==> src/rtl/smbdec_pkg.sv <==
package smbdec_pkg;

    localparam int ADDR_W  = 8;
    localparam int NIB_W   = 4;
    localparam int NUM_SNS = 3;

    localparam logic [NIB_W-1:0] MEM_NIB    = 4'b1010;
    localparam logic [NIB_W-1:0] RSVD_NIB   = 4'b0000;
    localparam logic [NIB_W-1:0] SNS_NIB_LO = 4'b0011;
    localparam logic [NIB_W-1:0] SNS_NIB_FL = 4'b1001;
    localparam logic [NIB_W-1:0] SNS_NIB_HI = 4'b0101;

    typedef enum logic [1:0] {
        SA2_LOW   = 2'b00,
        SA2_HIGH  = 2'b01,
        SA2_FLOAT = 2'b10,
        SA2_BAD   = 2'b11
    } sa2_code_t;

    typedef enum logic [1:0] {
        ST_ARMED      = 2'b00,
        ST_LOCKED_ALL = 2'b01,
        ST_LOCKED_MEM = 2'b10
    } lock_state_t;

    typedef struct packed {
        logic      sa0;
        logic      sa1;
        sa2_code_t sa2;
    } straps_t;

    typedef struct packed {
        logic eeprom;
        logic rom;
        logic sensor;
        logic reserved;
    } hit_t;

    function automatic sa2_code_t lane_code(input int idx);
        case (idx)
            0:       return SA2_LOW;
            1:       return SA2_FLOAT;
            default: return SA2_HIGH;
        endcase
    endfunction

    function automatic logic [NIB_W-1:0] lane_nib(input int idx);
        case (idx)
            0:       return SNS_NIB_LO;
            1:       return SNS_NIB_FL;
            default: return SNS_NIB_HI;
        endcase
    endfunction

endpackage

==> src/rtl/smbdec_strap_latch.sv <==
module smbdec_strap_latch
    import smbdec_pkg::*;
(
    input  logic              clk,
    input  logic              rst_n,
    input  logic              pin_sa0,
    input  logic              pin_sa1,
    input  logic [1:0]        pin_sa2,
    output straps_t           straps_q,
    output logic              locked,
    output logic              sensor_en
);

    lock_state_t state_q, state_d;

    // state register
    always_ff @(posedge clk or negedge rst_n) begin
        if (!rst_n) state_q <= ST_ARMED;
        else        state_q <= state_d;
    end

    // transitions
    always_comb begin
        state_d = state_q;
        unique case (state_q)
            ST_ARMED:      state_d = (sa2_code_t'(pin_sa2) == SA2_BAD) ? ST_LOCKED_MEM
                                                                       : ST_LOCKED_ALL;
            ST_LOCKED_ALL: state_d = ST_LOCKED_ALL;
            ST_LOCKED_MEM: state_d = ST_LOCKED_MEM;
            default:       state_d = ST_ARMED;
        endcase
    end

    // capture register: loaded only when leaving ST_ARMED
    always_ff @(posedge clk or negedge rst_n) begin
        if (!rst_n) begin
            straps_q <= '{sa0: 1'b0, sa1: 1'b0, sa2: SA2_BAD};
        end else if (state_q == ST_ARMED) begin
            straps_q.sa0 <= pin_sa0;
            straps_q.sa1 <= pin_sa1;
            straps_q.sa2 <= sa2_code_t'(pin_sa2);
        end
    end

    assign locked    = (state_q != ST_ARMED);
    assign sensor_en = (state_q == ST_LOCKED_ALL);

    assert_straps_frozen_R2: assert property (@(posedge clk) disable iff (!rst_n)
        locked |=> $stable(straps_q));

    assert_lock_sticky_R2: assert property (@(posedge clk) disable iff (!rst_n)
        locked |=> locked);

    assert_bad_code_no_sensor_R5: assert property (@(posedge clk) disable iff (!rst_n)
        sensor_en |-> (straps_q.sa2 != SA2_BAD));

endmodule

==> src/rtl/smbdec_match.sv <==
module smbdec_match
    import smbdec_pkg::*;
(
    input  logic [ADDR_W-1:0] addr,
    input  straps_t           straps,
    input  logic              sensor_en,
    output hit_t              hit
);

    localparam int HI_LSB = ADDR_W - NIB_W;

    logic [NIB_W-1:0]   upper;
    logic [NUM_SNS-1:0] lane_hit;
    logic               mem_ok;
    logic               sns_low_ok;

    assign upper      = addr[ADDR_W-1:HI_LSB];
    assign mem_ok     = (upper == MEM_NIB) && (addr[3:2] == {straps.sa1, straps.sa0});
    assign sns_low_ok = (addr[3:1] == {1'b0, straps.sa1, 1'b0});

    // one compare lane per three-level strap setting
    for (genvar g = 0; g < NUM_SNS; g++) begin : g_lane
        assign lane_hit[g] = (straps.sa2 == lane_code(g)) && (upper == lane_nib(g));
    end

    always_comb begin
        hit.reserved = (upper == RSVD_NIB);
        hit.eeprom   = mem_ok && !addr[1];
        hit.rom      = mem_ok &&  addr[1];
        hit.sensor   = sensor_en && sns_low_ok && (|lane_hit);
    end

    always_comb begin
        assert_reserved_nosel_R7: assert (!(hit.reserved && (hit.eeprom || hit.rom || hit.sensor)));
        assert_hit_onehot_R11: assert ($onehot0({hit.eeprom, hit.rom, hit.sensor}));
    end

endmodule

==> src/rtl/smb_addr_decoder.sv <==
module smb_addr_decoder
    import smbdec_pkg::*;
(
    input  logic              clk,
    input  logic              rst_n,
    input  logic [7:0]        addr_byte,
    input  logic              addr_valid,
    input  logic              strap_sa0,
    input  logic              strap_sa1,
    input  logic [1:0]        strap_sa2,
    output logic              dec_valid,
    output logic              sel_eeprom,
    output logic              sel_rom,
    output logic              sel_sensor,
    output logic              rd_flag,
    output logic              reserved_flag,
    output logic              nomatch_flag
);

    straps_t straps;
    logic    locked;
    logic    sensor_en;
    hit_t    hit;
    logic    any_sel;

    smbdec_strap_latch u_latch (
        .clk       (clk),
        .rst_n     (rst_n),
        .pin_sa0   (strap_sa0),
        .pin_sa1   (strap_sa1),
        .pin_sa2   (strap_sa2),
        .straps_q  (straps),
        .locked    (locked),
        .sensor_en (sensor_en)
    );

    smbdec_match u_match (
        .addr      (addr_byte),
        .straps    (straps),
        .sensor_en (sensor_en),
        .hit       (hit)
    );

    assign any_sel = locked && (hit.eeprom || hit.rom || hit.sensor);

    // output register: one-cycle result pulse
    always_ff @(posedge clk or negedge rst_n) begin
        if (!rst_n) begin
            dec_valid     <= 1'b0;
            sel_eeprom    <= 1'b0;
            sel_rom       <= 1'b0;
            sel_sensor    <= 1'b0;
            rd_flag       <= 1'b0;
            reserved_flag <= 1'b0;
            nomatch_flag  <= 1'b0;
        end else begin
            dec_valid     <= addr_valid;
            sel_eeprom    <= addr_valid && locked && hit.eeprom;
            sel_rom       <= addr_valid && locked && hit.rom;
            sel_sensor    <= addr_valid && locked && hit.sensor;
            rd_flag       <= addr_valid && addr_byte[0];
            reserved_flag <= addr_valid && hit.reserved;
            nomatch_flag  <= addr_valid && !any_sel;
        end
    end

    assert_sel_onehot_R11: assert property (@(posedge clk) disable iff (!rst_n)
        $onehot0({sel_eeprom, sel_rom, sel_sensor}));

    assert_match_one_sel_R11: assert property (@(posedge clk) disable iff (!rst_n)
        (dec_valid && !nomatch_flag) |-> ($countones({sel_eeprom, sel_rom, sel_sensor}) == 1));

    assert_nomatch_quiet_R8: assert property (@(posedge clk) disable iff (!rst_n)
        nomatch_flag |-> !(sel_eeprom || sel_rom || sel_sensor));

    assert_reserved_nomatch_R7: assert property (@(posedge clk) disable iff (!rst_n)
        reserved_flag |-> nomatch_flag);

    assert_strobe_result_R9: assert property (@(posedge clk) disable iff (!rst_n)
        addr_valid |=> dec_valid);

    assert_idle_quiet_R9: assert property (@(posedge clk) disable iff (!rst_n)
        !dec_valid |-> !(sel_eeprom || sel_rom || sel_sensor || rd_flag
                         || reserved_flag || nomatch_flag));

    assert_armed_nomatch_R10: assert property (@(posedge clk) disable iff (!rst_n)
        (addr_valid && !locked) |=> (nomatch_flag && !sel_eeprom && !sel_rom && !sel_sensor));

endmodule

==> config.mk <==
export PLATFORM = sky130hd
export DESIGN_NAME = smb_addr_decoder
export DESIGN_NICKNAME = d
export VERILOG_FILES = /design/src/rtl/smbdec_pkg.sv /design/src/rtl/smbdec_strap_latch.sv /design/src/rtl/smbdec_match.sv /design/src/rtl/smb_addr_decoder.sv
export SDC_FILE = /design/constraint.sdc
export NUM_CORES = 1
export LEC_CHECK = 0
export CORE_AREA = 2 2 39 41
export DETAILED_ROUTE_END_ITERATION = 10
export DIE_AREA = 0 0 41 43
export PLACE_DENSITY = 0.87
export SYNTH_ARGS = -nofsm -noshare
export SYNTH_HDL_FRONTEND = slang
export SYNTH_SLANG_ARGS = --single-unit
export TNS_END_PERCENT = 50
==> constraint.sdc <==
create_clock -name clk -period 4.1 [get_ports clk]
set_input_delay 0.615 -clock clk [delete_from_list [all_inputs] [get_ports clk]]
set_output_delay 0.615 -clock clk [all_outputs]
set_load 0.005 [all_outputs]
==> reports/metrics.csv, run 1 <==
metric;value;unit
rsz0062_at_grt;no;
cp-start-kind;input port;
p_leak;0.3445;nW
worstMarginPinSlew;0.5707;ns
wl_per_cell;13.82;um
synth.largest_area_cell;dfrtp_1;
cts_tree;built;
crit_slowest_cell;clkdlybuf4s50_1;
relSlewSlack;61.83;%
fmax;527.4;MHz
synthCells;44;
antenna_found_initial;0;
critPathKind;in -> reg;
drive_above_1_share;15.94;%
drt_drc_violations_left;0;
ys_types;22;
fp.coreArea;1384;sq um
die_w;41;um
syn-cell-area;550.5;sq um
synth_nets;59;
initial_core_util;39.78;%
nets;85;
path_clk_slew;0.08;ns
clockRootBuffer;clkbuf_4;
stdcell_area;807.0;sq um
fin_crit_sh;46.25;%
route.vias.total;443;
cp.required;4.27;ns
powerDensity;319.4;nW/um^2
grt_max_degree;14;
status;completed;
skew;0.002543;ns
ant_nets;0;
fin_total_pwr;0.2578;mW
path_delay_family;buffers and inverters;
hold_violations;0;
num_rows;14;
cts_hold_buf;0;
min_path_type;reg -> reg;
dpl_cell_area;780.7;sq um
area.growth.synth_to_final;46.59;%
yosys-top-cells-area;dfrtp_1 (50%), dfstp_2 (9.5%), mux2_2 (8.2%);
final_util;58.32;%
final_common_cell;clkdlybuf4s50_1;
peakVddDrop;0.1577;mV
grt_overflow;0;
tns;0;ns
final_cell_mix;clkdlybuf4s50_1 (21), dfrtp_1 (11), nor2_1 (5), mux2_2 (4);
num_antenna_cells;0;
avgSynthCellArea;12.51;sq um
drt_wl_total;1175;um
setup_viol;0;
instances_no_fill;85;
cts_resized;0;
grt_pass1_wl;1925;um
cts_max_level;1;
critical_path_buf_inv_count;1;
io_pins;22;
grt.total_usage;16.77;%
postCtsSetupRepairBufs;0;
die_h;43;um
critPathMaxStageDelay;0.55;ns
clk_path_buf_depth;2;
synth.top_cell.area_share;50.00;%
viasPerCell;5.212;
numPortBuffers;21;
crit_chain;clkdlybuf4s50_1, or3b_1, a211oi_1, o2111ai_1, o211a_1;
path_max_fanout;5;
globalplace.congestion;0.6944;
seq_area_frac_synth;59.55;%
post-route-min-period;1.896;ns
ys.warnings.count;0;
dr.first_iter.drc_count;11;
die_area;1763;sq um
cts_buffers;3;
cts_sinks;13;
dp_hpwl;925.5;um
end_kind;flop;
slew_viol_final;0;
first_pass_iters;4;
ys_ff_latch;13;
grt_pass1_vias;488;
cap_violations;0;
clkLatencyLatePin;0.28;ns
fillCellCount;121;
cp.arrival;2.06;ns
dp_cells;81;
-- routing by layer --
metal  GRT usage, %  routed length [um]  vias up
met3          3.665                  99        4
met5              0                   0        -
li1               -                   -      208
met1          16.72                 424      209
met4          12.00                  31        0
met2          28.13                 620       22
-- final timing paths --
path	start	endpoint	slack, ns	depth (start not counted)
max in group asynchronous	rst_n	u_latch.straps_q[1]	3.02	1
min in group asynchronous	rst_n	sel_rom	0.70	1
hold reg to reg	u_latch.state_q[0]	u_latch.state_q[1]	0.48	1
hold / removal	u_latch.state_q[0]	u_latch.state_q[1]	0.48	1
setup reg to reg	u_latch.straps_q[0]	nomatch_flag	2.71	4
setup / recovery	addr_byte[5]	nomatch_flag	2.20	5
-- synthesized netlist by cell type, drive strengths merged --
library cell and number:
a211oi 1, a21oi 1, a31oi 1, and2 1, and3 2, dfrtp 11, dfstp 2, inv 2
mux2 4, nand2 1, nand3 1, nand3b 1, nor2 5, nor3 2, nor4 2, o2111ai 1
o211a 1, o21ai 1, or3b 1, xnor2 3
-- area by class of cell --
class / count / area (sq um) / share of cell area (%)
clock buffers: 4 / 26.28 / 3.256
inverters: 2 / 7.507 / 0.9302
multi-input cells: 29 / 215.2 / 26.67
flip-flops and latches: 13 / 327.8 / 40.62
well taps: 16 / 20.02 / 2.481
repair buffers: 21 / 210.2 / 26.05
-- kinds of logic (layout without fill, tap and decap cells) --
kind of cell	after synthesis	in the layout	share of synthesized area [%]
multiplexers	4	4	8.181
flip-flops	13	13	59.54
AND/OR/NAND/NOR	16	16	18.41
buffers and inverters	2	27	1.364
AO/OA/AOI/OAI	6	6	7.727
XOR/XNOR	3	3	4.774
-- registers in the layout (all words and copies together), names as in the netlist --
signal / cells
sel_rom: 1
sel_sensor: 1
reserved_flag: 1
u_latch.state_q: 2
nomatch_flag: 1
rd_flag: 1
sel_eeprom: 1
dec_valid: 1
u_latch.straps_q: 4
-- worst reg2reg max path: cells and delay by family (launching register included) --
family           cells  cell delay, ns
flip-flops           1            0.38
AND/OR/NAND/NOR      1            0.37
AO/OA/AOI/OAI        3            0.53
-- report_power, final --
group | switching [mW] | internal (mW) | total (mW)
Clock | 0.0416 | 0.0377 | 0.0793
Sequential | 0.00442 | 0.136 | 0.141
Combinational | 0.0136 | 0.0243 | 0.0379
Total | 0.0596 | 0.198 | 0.258
-- stage by stage --
step	hold WS, ns	worst slack (ns)
6_report	0.4804	2.204
5_1_grt	0.5014	2.161
4_1_cts	0.4854	2.201
3_5_place_dp	0.4757	1.913
3_3_place_gp	0.4538	1.973
2_1_floorplan	0.3194	2.533
Note: power is estimated with default switching activity, not from simulation.
==> run 2: changes to the inputs <==
- CORE_AREA: 2 2 39 41 -> not set
- CORE_MARGIN: not set -> 1
- CORE_UTILIZATION: not set -> 40
- DIE_AREA: 0 0 41 43 -> not set
- PLACE_DENSITY: 0.87 -> 0.85
- clock period: 4.1 -> 1.9 ns (I/O delays scaled with it)
==> run 2 against run 1 <==
  * The run now ends with DRC left
  * Sequential cell count unchanged
  * Global-route usage up 1.2 points
  * Final area up 0.78%
  * Critical endpoint unchanged
  * Clock power up 110%
  * Routed wire length down 1.8%
  * Combinational power up 120%
==> reports/metrics.csv, run 2 (synthesis gave the netlist of run 1 again) <==
metric;value;unit
cp-start-kind;input port;
crit_path_end;nomatch_flag;
largest_register_ffs;4;
fin_crit_sh;80.14;%
cp-startpoint;addr_byte[6];
path_depth;5;
cts_tree;built;
wl_per_cell;13.58;um
dp_hpwl;933.5;um
io_pins;22;
nets;86;
critPathMaxStageDelay;0.46;ns
min_path_type;in -> async;
grt_pass1_vias;412;
skew;0.003461;ns
first_pass_iters;7;
powerDensity;678.7;nW/um^2
reg_top3;u_latch.straps_q x4, u_latch.state_q x2;
cts_sinks;13;
die_w;39.10;um
numPortBuffers;21;
cts_buffers;3;
area.growth.synth_to_final;47.73;%
crit_slowest_cell;clkdlybuf4s50_1;
grt_max_degree;14;
drt_wl_total;1154;um
end_kind;flop;
cts_max_level;1;
reg2reg_from;u_latch.straps_q[0];
num_antenna_cells;0;
grt_overflow;0;
multi_input_area;215.2;sq um
relSlewSlack;61.80;%
final_common_cell;clkdlybuf4s50_1;
fmax;656.8;MHz
post-route-min-period;1.523;ns
die_h;39.10;um
path_delay_family;compound AO/OA/AOI/OAI gates;
cts_resized;0;
r2r_cells;4;
initial_core_util;42.84;%
grt_pass1_wl;1800;um
route.vias.total;436;
clk_path_buf_depth;2;
peakVddDrop;0.4319;mV
setup_ws;0.3774;ns
regMostFlops;u_latch.straps_q;
hold_violations;0;
crit_chain;clkdlybuf4s50_1, or3b_1, a211oi_1, o2111ai_1, o211a_1;
cp.required;2.06;ns
clkLatencyLatePin;0.27;ns
critical_path_buf_inv_count;1;
dr.first_iter.drc_count;8;
path_clk_slew;0.08;ns
path_max_fanout;4;
fillCellCount;108;
ant_nets;0;
viasPerCell;5.129;
r2r-end;nomatch_flag;
rsz0062_at_grt;no;
drive_above_1_share;17.14;%
setup_viol;0;
fp.coreArea;1285;sq um
final-seq-area;327.8;sq um
tns;0;ns
clockRootBuffer;clkbuf_4;
grt.total_usage;18.00;%
final_cell_mix;clkdlybuf4s50_1 (21), dfrtp_1 (11), nor2_1 (5), mux2_2 (4);
antenna_found_initial;0;
place_ws;0.08137;ns
violations;DRC;
postCtsSetupRepairBufs;0;
slew_viol_final;0;
r2r_setup_slack;0.46;ns
worstMarginPinSlew;0.5713;ns
cp.arrival;1.69;ns
cap_violations;0;
drt_drc_violations_left;2;
globalplace.congestion;0.6695;
critPathKind;in -> reg;
num_rows;13;
cts_hold_buf;0;
die_area;1529;sq um
status;finished, violations left;
p_leak;0.3493;nW
[run 2: metal layers]
layer	vias to the layer above	share of wire, %	global-route usage, %
met5	-	0	0
met4	0	0	7.759
met3	0	5.5	3.468
met2	18	53	30.83
met1	206	41	21.61
li1	212	-	-
[run 2: where the power goes]
| group | leakage (nW) | switching (mW) | internal [mW] |
|---|---|---|---|
| Combinational | 0.173 | 0.0296 | 0.0537 |
| Sequential | 0.162 | 0.0101 | 0.294 |
| Clock | 0.0150 | 0.0836 | 0.0811 |
[run 2: final cells by class]
class	instances	area share [%]
sequential	13	40.31
timing repair buffer	22	26.77
multi-input combinational	29	26.46
clock buffer	4	3.231
tap	15	2.308
inverter	2	0.9231
[run 2: worst register-to-register path: stages (launching register included)]
cell and delay, ns:
dfstp_2 0.39, or3b_1 0.36, a211oi_1 0.26, o2111ai_1 0.16, o211a_1 0.16
[run 2: worst min-delay path by stage]
stage | from | end | slack, ns | cells after the start
3_5_place_dp | u_latch.state_q[0] | u_latch.state_q[1] | 0.47 | 1
2_1_floorplan | rst_n | dec_valid | -0.01 | 0
4_1_cts | rst_n | sel_sensor | 0.39 | 1
3_3_place_gp | u_latch.state_q[0] | u_latch.state_q[1] | 0.46 | 1
6_report | rst_n | sel_eeprom | 0.38 | 1
5_1_grt | rst_n | reserved_flag | 0.41 | 1
[run 2: metrics by stage]
stage | cell area [sq um] | power, mW | instances | utilization (%) | hold slack (ns)
after global placement | 787.0 | 0.3900 | 81 | 61.25 | 0.4563
after detailed placement | 787.0 | 0.3933 | 81 | 61.25 | 0.4693
after floorplan | 550.5 | 0.3353 | 44 | - | -0.01059
after CTS | 813.3 | 0.5560 | 85 | 63.29 | 0.3889
final | 813.3 | 0.5519 | 85 | 63.29 | 0.3793
after global routing | 813.3 | 0.5826 | 85 | 63.29 | 0.4104
==> run 3: changes to the inputs <==
- CORE_UTILIZATION: 40 -> 36
- PLACE_DENSITY: 0.85 -> 0.81
- clock period: 1.9 -> 1.3 ns (I/O delays scaled with it)
==> run 3 against run 2 <==
  * The flow finishes with violations (setup timing)
  * Sequential power rose by 46%
  * Global-route usage fell by 1.1 points
  * Non-clock buffer count rose by 9
  * Hold slack got worse by 0.16 ns
  * Clock skew fell by 0.0020 ns
  * Clock-buffer cell count fell by 1
  * Critical endpoint unchanged
  * Register-to-register slack got worse by 0.52 ns
  * Core utilization rose by 2.0 points
  * Final area rose by 9.7%
  * Clock power rose by 50%
==> reports/metrics.csv, run 3 (synthesis gave the netlist of run 1 again) <==
metric;value;unit
status;finished, violations left;
violations;setup timing;
cp-start-kind;flop;
fillCellCount;115;
globalplace.congestion;0.6889;
setup_ws;-0.06452;ns
first_pass_iters;4;
crit_chain;or3b_1, a211oi_2, o2111ai_2, o211a_1;
setup_viol;1;
reg2reg_from;u_latch.straps_q[0];
final_common_cell;clkdlybuf4s50_1;
ant_nets;0;
fmax;732.9;MHz
die_area;1690;sq um
final_cell_mix;clkdlybuf4s50_1 (14), dfrtp_1 (11), buf_4 (10), nor2_1 (5), dlygate4sd2_1 (5);
area.growth.synth_to_final;62.05;%
min_path_type;in -> async;
critPathMaxStageDelay;0.39;ns
grt_pass1_vias;417;
largest_register_ffs;4;
drive_above_1_share;30.38;%
grt_max_degree;14;
cts_tree;built;
end_kind;flop;
clockRootBuffer;clkbuf_4;
route.vias.total;453;
cts_sinks;13;
wl_per_cell;13.40;um
cp.required;1.47;ns
dp_cells;90;
regMostFlops;u_latch.straps_q;
antenna_found_initial;0;
place_ws;-0.3466;ns
path_max_fanout;3;
clk_path_buf_depth;2;
critPathKind;reg -> reg;
hold_violations;0;
nets;95;
clkLatencyLatePin;0.27;ns
postCtsSetupRepairBufs;0;
p_leak;0.4465;nW
drt_wl_total;1260;um
fin_crit_sh;105.0;%
path_clk_slew;0.08;ns
reg_top3;u_latch.straps_q x4, u_latch.state_q x2;
dr.first_iter.drc_count;10;
cts_hold_buf;0;
grt_overflow;0;
initial_core_util;40.29;%
io_pins;22;
instances_no_fill;94;
relSlewSlack;77.28;%
drt_drc_violations_left;0;
cap_violations;0;
worstMarginPinSlew;0.3372;ns
num_rows;13;
grt.total_usage;16.95;%
slew_viol_final;0;
grt_pass1_wl;1773;um
cp.arrival;1.53;ns
die_w;41.11;um
skew;0.001488;ns
powerDensity;936.6;nW/um^2
cp-startpoint;u_latch.straps_q[0];
fin_total_pwr;0.8355;mW
num_antenna_cells;0;
peakVddDrop;0.4780;mV
numPortBuffers;21;
crit_slowest_cell;dfstp_2;
post-route-min-period;1.365;ns
die_h;41.11;um
rsz0062_at_grt;yes;
dp_hpwl;959.6;um
cts_max_level;1;
viasPerCell;4.819;
fp.coreArea;1366;sq um
cts_buffers;3;
==> run 3: cell count changes in the layout (fill, tap and decap cells not counted), moves of 2 or more <==
cell / before / now
dlymetal6s2s_1: 0 / 2
buf_4: 1 / 10
clkdlybuf4s50_1: 21 / 14
dlygate4sd2_1: 0 / 5
==> run 3: layout make-up <==
cell class,count,area (sq um),area share [%]
Sequential cell,13,327.8,36.75
Timing Repair Buffer,31,284.0,31.84
Multi-Input combinational cell,29,226.5,25.39
Clock buffer,3,22.52,2.525
Tap cell,15,18.77,2.104
Inverter,2,7.507,0.8415
Clock inverter,1,5.005,0.5610
==> run 3: worst paths after layout <==
path	end	slack [ns]	cells after the start
min in group clk	rd_flag	0.49	2
worst min register to register	u_latch.state_q[1]	0.49	1
worst max-delay path	nomatch_flag	-0.06	4
worst min-delay path	sel_rom	0.22	2
max in group asynchronous	u_latch.straps_q[0]	0.85	2
worst max register to register	nomatch_flag	-0.06	4
==> run 3: through the flow <==
step / cell area, sq um / hold WS [ns] / util [%] / TNS (ns)
2_1_floorplan: 555.5 / -0.1006 / - / 0
3_3_place_gp: 859.6 / 0.4578 / 62.91 / -0.9024
3_5_place_dp: 859.6 / 0.4776 / 62.91 / -1.035
4_1_cts: 880.8 / 0.2082 / 64.47 / -0.05984
5_1_grt: 892.1 / 0.2319 / 65.29 / -0.1637
6_report: 892.1 / 0.2150 / 65.29 / -0.06452
==> run 3: where the power goes <==
group / leakage [nW] / switching, mW / total [mW] / internal, mW
Clock: 0.0177 / 0.134 / 0.248 / 0.114
Combinational: 0.267 / 0.0514 / 0.144 / 0.0921
Sequential: 0.162 / 0.0148 / 0.444 / 0.429
==> run 3: timing repair <==
item,CTS,global route
gates cloned,0,0
pin swaps,1,0
setup endpoints to repair,6,4
gates resized for setup,5,3
==> run 3: layer usage <==
metal	track usage [%]	share of wire (%)	routed length, um	vias to the layer above
li1	-	-	-	231
met1	20.54	45	562	203
met2	26.56	48	608	19
met3	4.891	7.1	89	0
met4	9.677	0	0	0
met5	0	0	0	-
==> run 3: critical path, delay by kind of cell (launching register included) <==
kind            cells  cell delay (ns)
flops               1             0.39
simple gates        1             0.39
compound gates      3             0.48
